$ cat src/rtl/pas_pkg.sv
package pas_pkg;
  localparam int unsigned SIG_W = 16;
  typedef logic [SIG_W-1:0] sig_t;

  function automatic sig_t sig_step(sig_t s, logic din, sig_t poly);
    logic fb;
    fb = s[SIG_W-1] ^ din;
    return {s[SIG_W-2:0], 1'b0} ^ (fb ? poly : '0);
  endfunction
endpackage

$ cat src/rtl/pas_position_ctr.sv
module pas_position_ctr #(
  parameter int unsigned LEN = 2349,
  localparam int unsigned PW = $clog2(LEN)
) (
  input  logic          clk,
  input  logic          rst_n,
  input  logic          clr,
  input  logic          adv,
  output logic [PW-1:0] pos
);
  always_ff @(posedge clk or negedge rst_n) begin
    if (!rst_n)      pos <= '0;
    else if (clr)    pos <= '0;
    else if (adv)    pos <= (pos == PW'(LEN - 1)) ? '0 : pos + 1'b1;
  end

  a_r2_pos_range: assert property (@(posedge clk) disable iff (!rst_n)
    32'(pos) < LEN);
  a_r2_pos_wrap: assert property (@(posedge clk) disable iff (!rst_n)
    (!clr && adv && pos == PW'(LEN - 1)) |=> pos == '0);
endmodule

$ cat src/rtl/pas_pointer_gen.sv
module pas_pointer_gen #(
  parameter int unsigned NUM_PTR = 783,
  parameter int unsigned STEP    = 3,
  localparam int unsigned AW = $clog2(NUM_PTR),
  localparam int unsigned TW = $clog2(STEP)
) (
  input  logic          clk,
  input  logic          rst_n,
  input  logic          clr,
  input  logic          dec_en,
  input  logic          inc_en,
  output logic [AW-1:0] ptr
);
  logic [TW-1:0] tick;
  logic          dec_fire;

  assign dec_fire = dec_en && (tick == TW'(STEP - 1));

  always_ff @(posedge clk or negedge rst_n) begin
    if (!rst_n)      tick <= '0;
    else if (clr)    tick <= '0;
    else if (dec_en) tick <= dec_fire ? '0 : tick + 1'b1;
  end

  always_ff @(posedge clk or negedge rst_n) begin
    if (!rst_n)        ptr <= '0;
    else if (clr)      ptr <= '0;
    else if (dec_fire) ptr <= (ptr == '0) ? AW'(NUM_PTR - 1) : ptr - 1'b1;
    else if (inc_en)   ptr <= (ptr == AW'(NUM_PTR - 1)) ? '0 : ptr + 1'b1;
  end

  a_r3_ptr_range: assert property (@(posedge clk) disable iff (!rst_n)
    32'(ptr) < NUM_PTR);
  a_r3_dec_wrap: assert property (@(posedge clk) disable iff (!rst_n)
    (!clr && dec_fire && ptr == '0) |=> ptr == AW'(NUM_PTR - 1));
  a_r3_no_dual_step: assert property (@(posedge clk) disable iff (!rst_n)
    !(dec_en && inc_en));
endmodule

$ cat src/rtl/pas_signature.sv
module pas_signature
  import pas_pkg::*;
#(
  parameter sig_t POLY = 16'h1021
) (
  input  logic clk,
  input  logic rst_n,
  input  logic clr,
  input  logic upd,
  input  logic din,
  input  logic shift,
  input  logic sin,
  output sig_t sig
);
  always_ff @(posedge clk or negedge rst_n) begin
    if (!rst_n)     sig <= '0;
    else if (clr)   sig <= '0;
    else if (shift) sig <= {sig[SIG_W-2:0], sin};
    else if (upd)   sig <= sig_step(sig, din, POLY);
  end

  a_r7_shift_path: assert property (@(posedge clk) disable iff (!rst_n)
    (!clr && shift) |=> sig[0] == $past(sin) && sig[SIG_W-1:1] == $past(sig[SIG_W-2:0]));
endmodule

$ cat src/rtl/ptr_addr_selftest.sv
module ptr_addr_selftest
  import pas_pkg::*;
#(
  parameter int unsigned NUM_PTR = 783,
  parameter int unsigned STEP    = 3,
  parameter sig_t        POLY    = 16'h1021,
  localparam int unsigned LEN = NUM_PTR * STEP,
  localparam int unsigned PW  = $clog2(LEN),
  localparam int unsigned AW  = $clog2(NUM_PTR),
  localparam int unsigned CW  = $clog2(LEN + 1)
) (
  input  logic clk,
  input  logic rst_n,
  input  logic test_en,
  input  logic inc_mode,
  input  logic scan_shift,
  input  logic scan_in,
  output logic scan_out,
  output logic done
);
  logic          clr, run, run_inc, run_dec, hit;
  logic [PW-1:0] pos, addr;
  logic [AW-1:0] ptr;
  logic [CW-1:0] sweep_cnt;
  sig_t          sig;

  assign clr     = !test_en;
  assign run     = test_en && !scan_shift && !done;
  assign run_inc = run && inc_mode;
  assign run_dec = run && !inc_mode;
  assign addr    = PW'(32'(ptr) * STEP);
  assign hit     = run_inc && (pos == addr);

  pas_position_ctr #(.LEN(LEN)) u_pos (
    .clk(clk), .rst_n(rst_n), .clr(clr), .adv(run), .pos(pos)
  );

  pas_pointer_gen #(.NUM_PTR(NUM_PTR), .STEP(STEP)) u_ptr (
    .clk(clk), .rst_n(rst_n), .clr(clr),
    .dec_en(run_dec), .inc_en(hit), .ptr(ptr)
  );

  pas_signature #(.POLY(POLY)) u_sig (
    .clk(clk), .rst_n(rst_n), .clr(clr), .upd(run_inc), .din(hit),
    .shift(test_en && scan_shift), .sin(scan_in), .sig(sig)
  );

  always_ff @(posedge clk or negedge rst_n) begin
    if (!rst_n)       sweep_cnt <= '0;
    else if (clr)     sweep_cnt <= '0;
    else if (run_inc) sweep_cnt <= sweep_cnt + 1'b1;
  end

  assign done     = (sweep_cnt == CW'(LEN));
  assign scan_out = sig[SIG_W-1];

  a_r1_clear: assert property (@(posedge clk) disable iff (!rst_n)
    !test_en |=> (sig == '0 && !done && pos == '0 && ptr == '0));
  a_r2_sig_quiet: assert property (@(posedge clk) disable iff (!rst_n)
    run_dec |=> $stable(sig));
  a_r4_hold_on_miss: assert property (@(posedge clk) disable iff (!rst_n)
    (run_inc && pos != addr) |=> $stable(ptr));
  a_r6_done_freeze: assert property (@(posedge clk) disable iff (!rst_n)
    (test_en && !scan_shift && done) |=> (done && $stable(sig) && $stable(pos) && $stable(ptr)));
  a_r7_count_hold: assert property (@(posedge clk) disable iff (!rst_n)
    (test_en && scan_shift) |=> ($stable(pos) && $stable(ptr) && $stable(done)));
endmodule

$ cat config.mk
export PLATFORM = sky130hd
export DESIGN_NAME = ptr_addr_selftest
export DESIGN_NICKNAME = d
export VERILOG_FILES = /design/src/rtl/pas_pkg.sv /design/src/rtl/pas_position_ctr.sv /design/src/rtl/pas_pointer_gen.sv /design/src/rtl/pas_signature.sv /design/src/rtl/ptr_addr_selftest.sv
export SDC_FILE = /design/constraint.sdc
export NUM_CORES = 1
export LEC_CHECK = 0
export BUFFER_PORTS_ARGS = -buffer_cell sky130_fd_sc_hd__buf_4
export CORE_MARGIN = 3
export CORE_UTILIZATION = 45
export CTS_CLUSTER_SIZE = 40
export DETAILED_ROUTE_END_ITERATION = 7
export GPL_TIMING_DRIVEN = 0
export HOLD_SLACK_MARGIN = 0.03
export PLACE_DENSITY_LB_ADDON = 0.05
export SLEW_MARGIN = 40
export SYNTH_ARGS = -nofsm -noshare
export SYNTH_HDL_FRONTEND = slang
export SYNTH_HIERARCHICAL = 1
export SYNTH_SLANG_ARGS = --single-unit
$ cat constraint.sdc
create_clock -name clk -period 3.34 [get_ports clk]
set_input_delay 0.501 -clock clk [delete_from_list [all_inputs] [get_ports clk]]
set_output_delay 0.501 -clock clk [all_outputs]
set_load 0.01 [all_outputs]
==> results.yml <==
run_status:
  status: "finished, violations left"
  violations: "negative setup slack"
placed_design:
  routabilityCongestion: 0.861
  dp_hpwl_um: 5980
  place_inst: 525
  portBuffers: 7
  place_area_mm2: 0.00387
layout:
  area_growth_pct: 12.0
  post-route-util_pct: 52.5
  diodes: 0
  fin_cells: 540
  fin_nets: 461
  drive_gt1_share_pct: 14.6
  stdcell_area_mm2: 0.00412
grt:
  grt_max_degree: 53
  grt_antenna_before_repair: 0
  grt_pass1_vias: 2909
  overflow: 0
  grt_pass1_wl_um: 14200
  track_usage_pct: 19.2
sta:
  drv_slew: 0
  period_minus_slack_ns: 3.38
  tightestPinTransition_ns: 0.780
  setup_viol: 2
  setup_slack_ns: -0.0436
  fmax_mhz: 296
  clock_skew_ns: 0.00927
  hold_viol: 0
  slew_headroom_pct: 47.6
  timing.final.crit_share_pct: 101
  rsz0062_at_grt: "true"
pwr:
  power.density_mw_per_mm2: 299
  p_leak_nw: 1.71
  clockPowerShare_pct: 37.5
  power_frac_seq_pct: 52.4
  p_int_uw: 915
  switching_share_pct: 25.8
  p_sw_uw: 318
  pwr-share-comb_pct: 10.1
  ir_worst_vdd_mv: 0.160
  power.total_mw: 1.23
synthesis:
  yosys-top-cells-area: "dfrtp_1 (35%), ha_1 (5.8%), xnor2_1 (5.7%), nand2_1 (5.4%), nor2_1 (4.0%)"
  synth_most_common_cell: "nand2_1"
  ys_seq_area_share_pct: 35.3
  synth_cells: 416
  synth_seq_cells: 52
  yosysWarnings: 6
  synth_top_cell_by_area: "dfrtp_1"
  synth_edf_count: 0
  syn_nets: 440
  synth.distinct_cells: 74
  synth_ff_type: "dfrtp_1"
  syn_area_mm2: 0.00368
  synth_commonest_cells: "nand2_1 (53), dfrtp_1 (52), nor2_1 (39), xnor2_1 (24), nand4_1 (18)"
  synthDominantCellAreaShare_pct: 35.3
  async_flop_share_pct: 100
  syn_avg_cell_area_um2: 8.85
clock_tree:
  cts_max_path_buffers: 2
  clk_latency_ns: 0.30
  clk_pin_slew_ns: 0.11
  numCtsBuffers: 5
  cts_tree: "done"
  cts_sinks: 52
  root_buffer: "clkbuf_8"
  htree_levels: 2
worst_setup_path:
  crit_path_start_kind: "flop"
  cp_slowest_cell: "fa_1"
  rrSetupSlack_ns: -0.04
  cp_cell_sequence: "buf_6 -> fa_1 -> xnor2_1 -> nand3_1 -> a2111oi_2 -> nand4_1 -> or4_4 -> nor4_4 -> buf_6 -> nand4_1 -> buf_4 -> a21oi_1 -> a221oi_1"
  rr_startpoint: "u_ptr/ptr[1]$_DFFE_PN0P_"
  r2r_end: "u_ptr/ptr[4]$_DFFE_PN0P_"
  crit_family: "simple AND/OR/NAND/NOR gates"
  critPathMaxFanout: 6
  path_depth: 13
  crit_buf_inv: 3
  crit_type: "reg -> reg"
  r2r_cells: 13
  crit_path_end_kind: "flop"
  worstPathArrival_ns: 3.55
  cp_data_required_time_ns: 3.51
  slowest_delay_ns: 0.54
die:
  core-area_mm2: 0.00785
  initial_core_util_pct: 46.9
  io_pins: 8
  fp.dieArea_mm2: 0.00930
  die_w_um: 96.5
  die_y_um: 96.5
  rows: 32
drt:
  wl_per_cell_um: 15.9
  ant_nets: 0
  remaining_drc_errors: 0
  drt_iter0_markers: 119
  wirelength_um: 8600
  dr_total_vias: 3175
  viasPerCell: 5.88
  first_pass_iters: 5
min_path:
  hp-class: "in -> async"
flow_run:
  max_cap_violations: 0
[repair_timing]
| item | in CTS | in global routing |
|---|---|---|
| gates resized for setup | 10 | 7 |
| endpoints found under the setup margin | 13 | 13 |
| setup buffers | 5 | 2 |
| pin swaps | 10 | 16 |
| hold buffers | 0 | 0 |
[worst reg2reg max path, delay by kind of cell, from the launching register on]
kind	cells	cell delay [ns]
and+or+nand+nor	5	1.08
adders and majority gates	1	0.54
AOI/OAI and AO/OA	3	0.54
buffers and inverters	3	0.49
DFF	1	0.47
xor gates and xnor gates	1	0.12
[how the worst max path moves through the flow]
stage | startpoint | endpoint | slack, ns
finish | u_ptr/ptr[1]$_DFFE_PN0P_ | u_ptr/ptr[4]$_DFFE_PN0P_ | -0.04
global route | u_ptr/ptr[1]$_DFFE_PN0P_ | u_ptr/ptr[4]$_DFFE_PN0P_ | -0.19
CTS | u_ptr/ptr[1]$_DFFE_PN0P_ | u_ptr/ptr[4]$_DFFE_PN0P_ | -0.05
detailed placement | u_ptr/ptr[1]$_DFFE_PN0P_ | u_sig/sig[0]$_DFFE_PN0P_ | -0.44
global placement | u_ptr/ptr[0]$_DFFE_PN0P_ | u_sig/sig[0]$_DFFE_PN0P_ | -0.42
floorplan | u_ptr/ptr[1]$_DFFE_PN0P_ | u_ptr/ptr[8]$_DFFE_PN0P_ | 0.07
[per-stage QoR]
stage / setup slack (ns) / hold WS (ns) / TNS [ns]
after floorplan: 0.0699 / 0.205 / 0
after global placement: -0.416 / 0.471 / -4.32
after detailed placement: -0.441 / 0.476 / -4.66
after CTS: -0.0549 / 0.253 / -0.164
after global routing: -0.195 / 0.260 / -1.15
final: -0.0436 / 0.216 / -0.0477
[flip-flops by register name (all words and copies together), names as in the netlist]
| register | flops |
|---|---|
| sweep_cnt | 12 |
| u_pos/pos | 12 |
| u_ptr/ptr | 10 |
| u_ptr/tick | 2 |
| u_sig/sig | 16 |
[metal layers]
metal	global-route usage [%]	share of wire (%)
met1	26.8	49
met2	32.0	47
met3	2.87	3.0
met4	3.27	0.70
met5	0	0
[area by class of cell]
class / instances / area, µm²
multi-input cells: 332 / 2260
inverters: 12 / 45.0
repair buffers: 14 / 129
fillers: 789 / 3720
clock buffers: 5 / 68.8
clock inverters: 3 / 50.0
flip-flops and latches: 52 / 1310
plain buffers: 20 / 133
well taps: 102 / 128
[power groups by stage]
stage               sequential [mW]  clock, mW  combinational [mW]
floorplan                     0.657          0              0.0713
global placement              0.659          0               0.109
detailed placement            0.660          0               0.110
CTS                           0.646      0.482               0.119
global route                  0.647      0.506               0.140
finish                        0.646      0.462               0.124
[kinds of logic after synthesis]
kind of cell	Yosys count	synth area share, %
compound gates	92	17.3
xor+xnor	38	9.04
fa+ha+maj	18	6.32
buf+inv	32	4.59
flops	52	35.3
mux	3	0.816
simple gates	181	26.6
[placed cells by master (no fill, tap or decap), types with 9 or more instances in the layout]
master / instances
nor3_1: 9
nand3_1: 17
buf_4: 11
inv_1: 11
nand4_1: 18
o21ai_0: 14
xnor2_1: 23
a31oi_1: 11
o21ai_1: 11
nor2_1: 39
a21oi_1: 12
xor2_1: 14
nand2_1: 53
dfrtp_1: 49
ha_1: 16
Note: power is estimated with default switching activity, not from simulation.
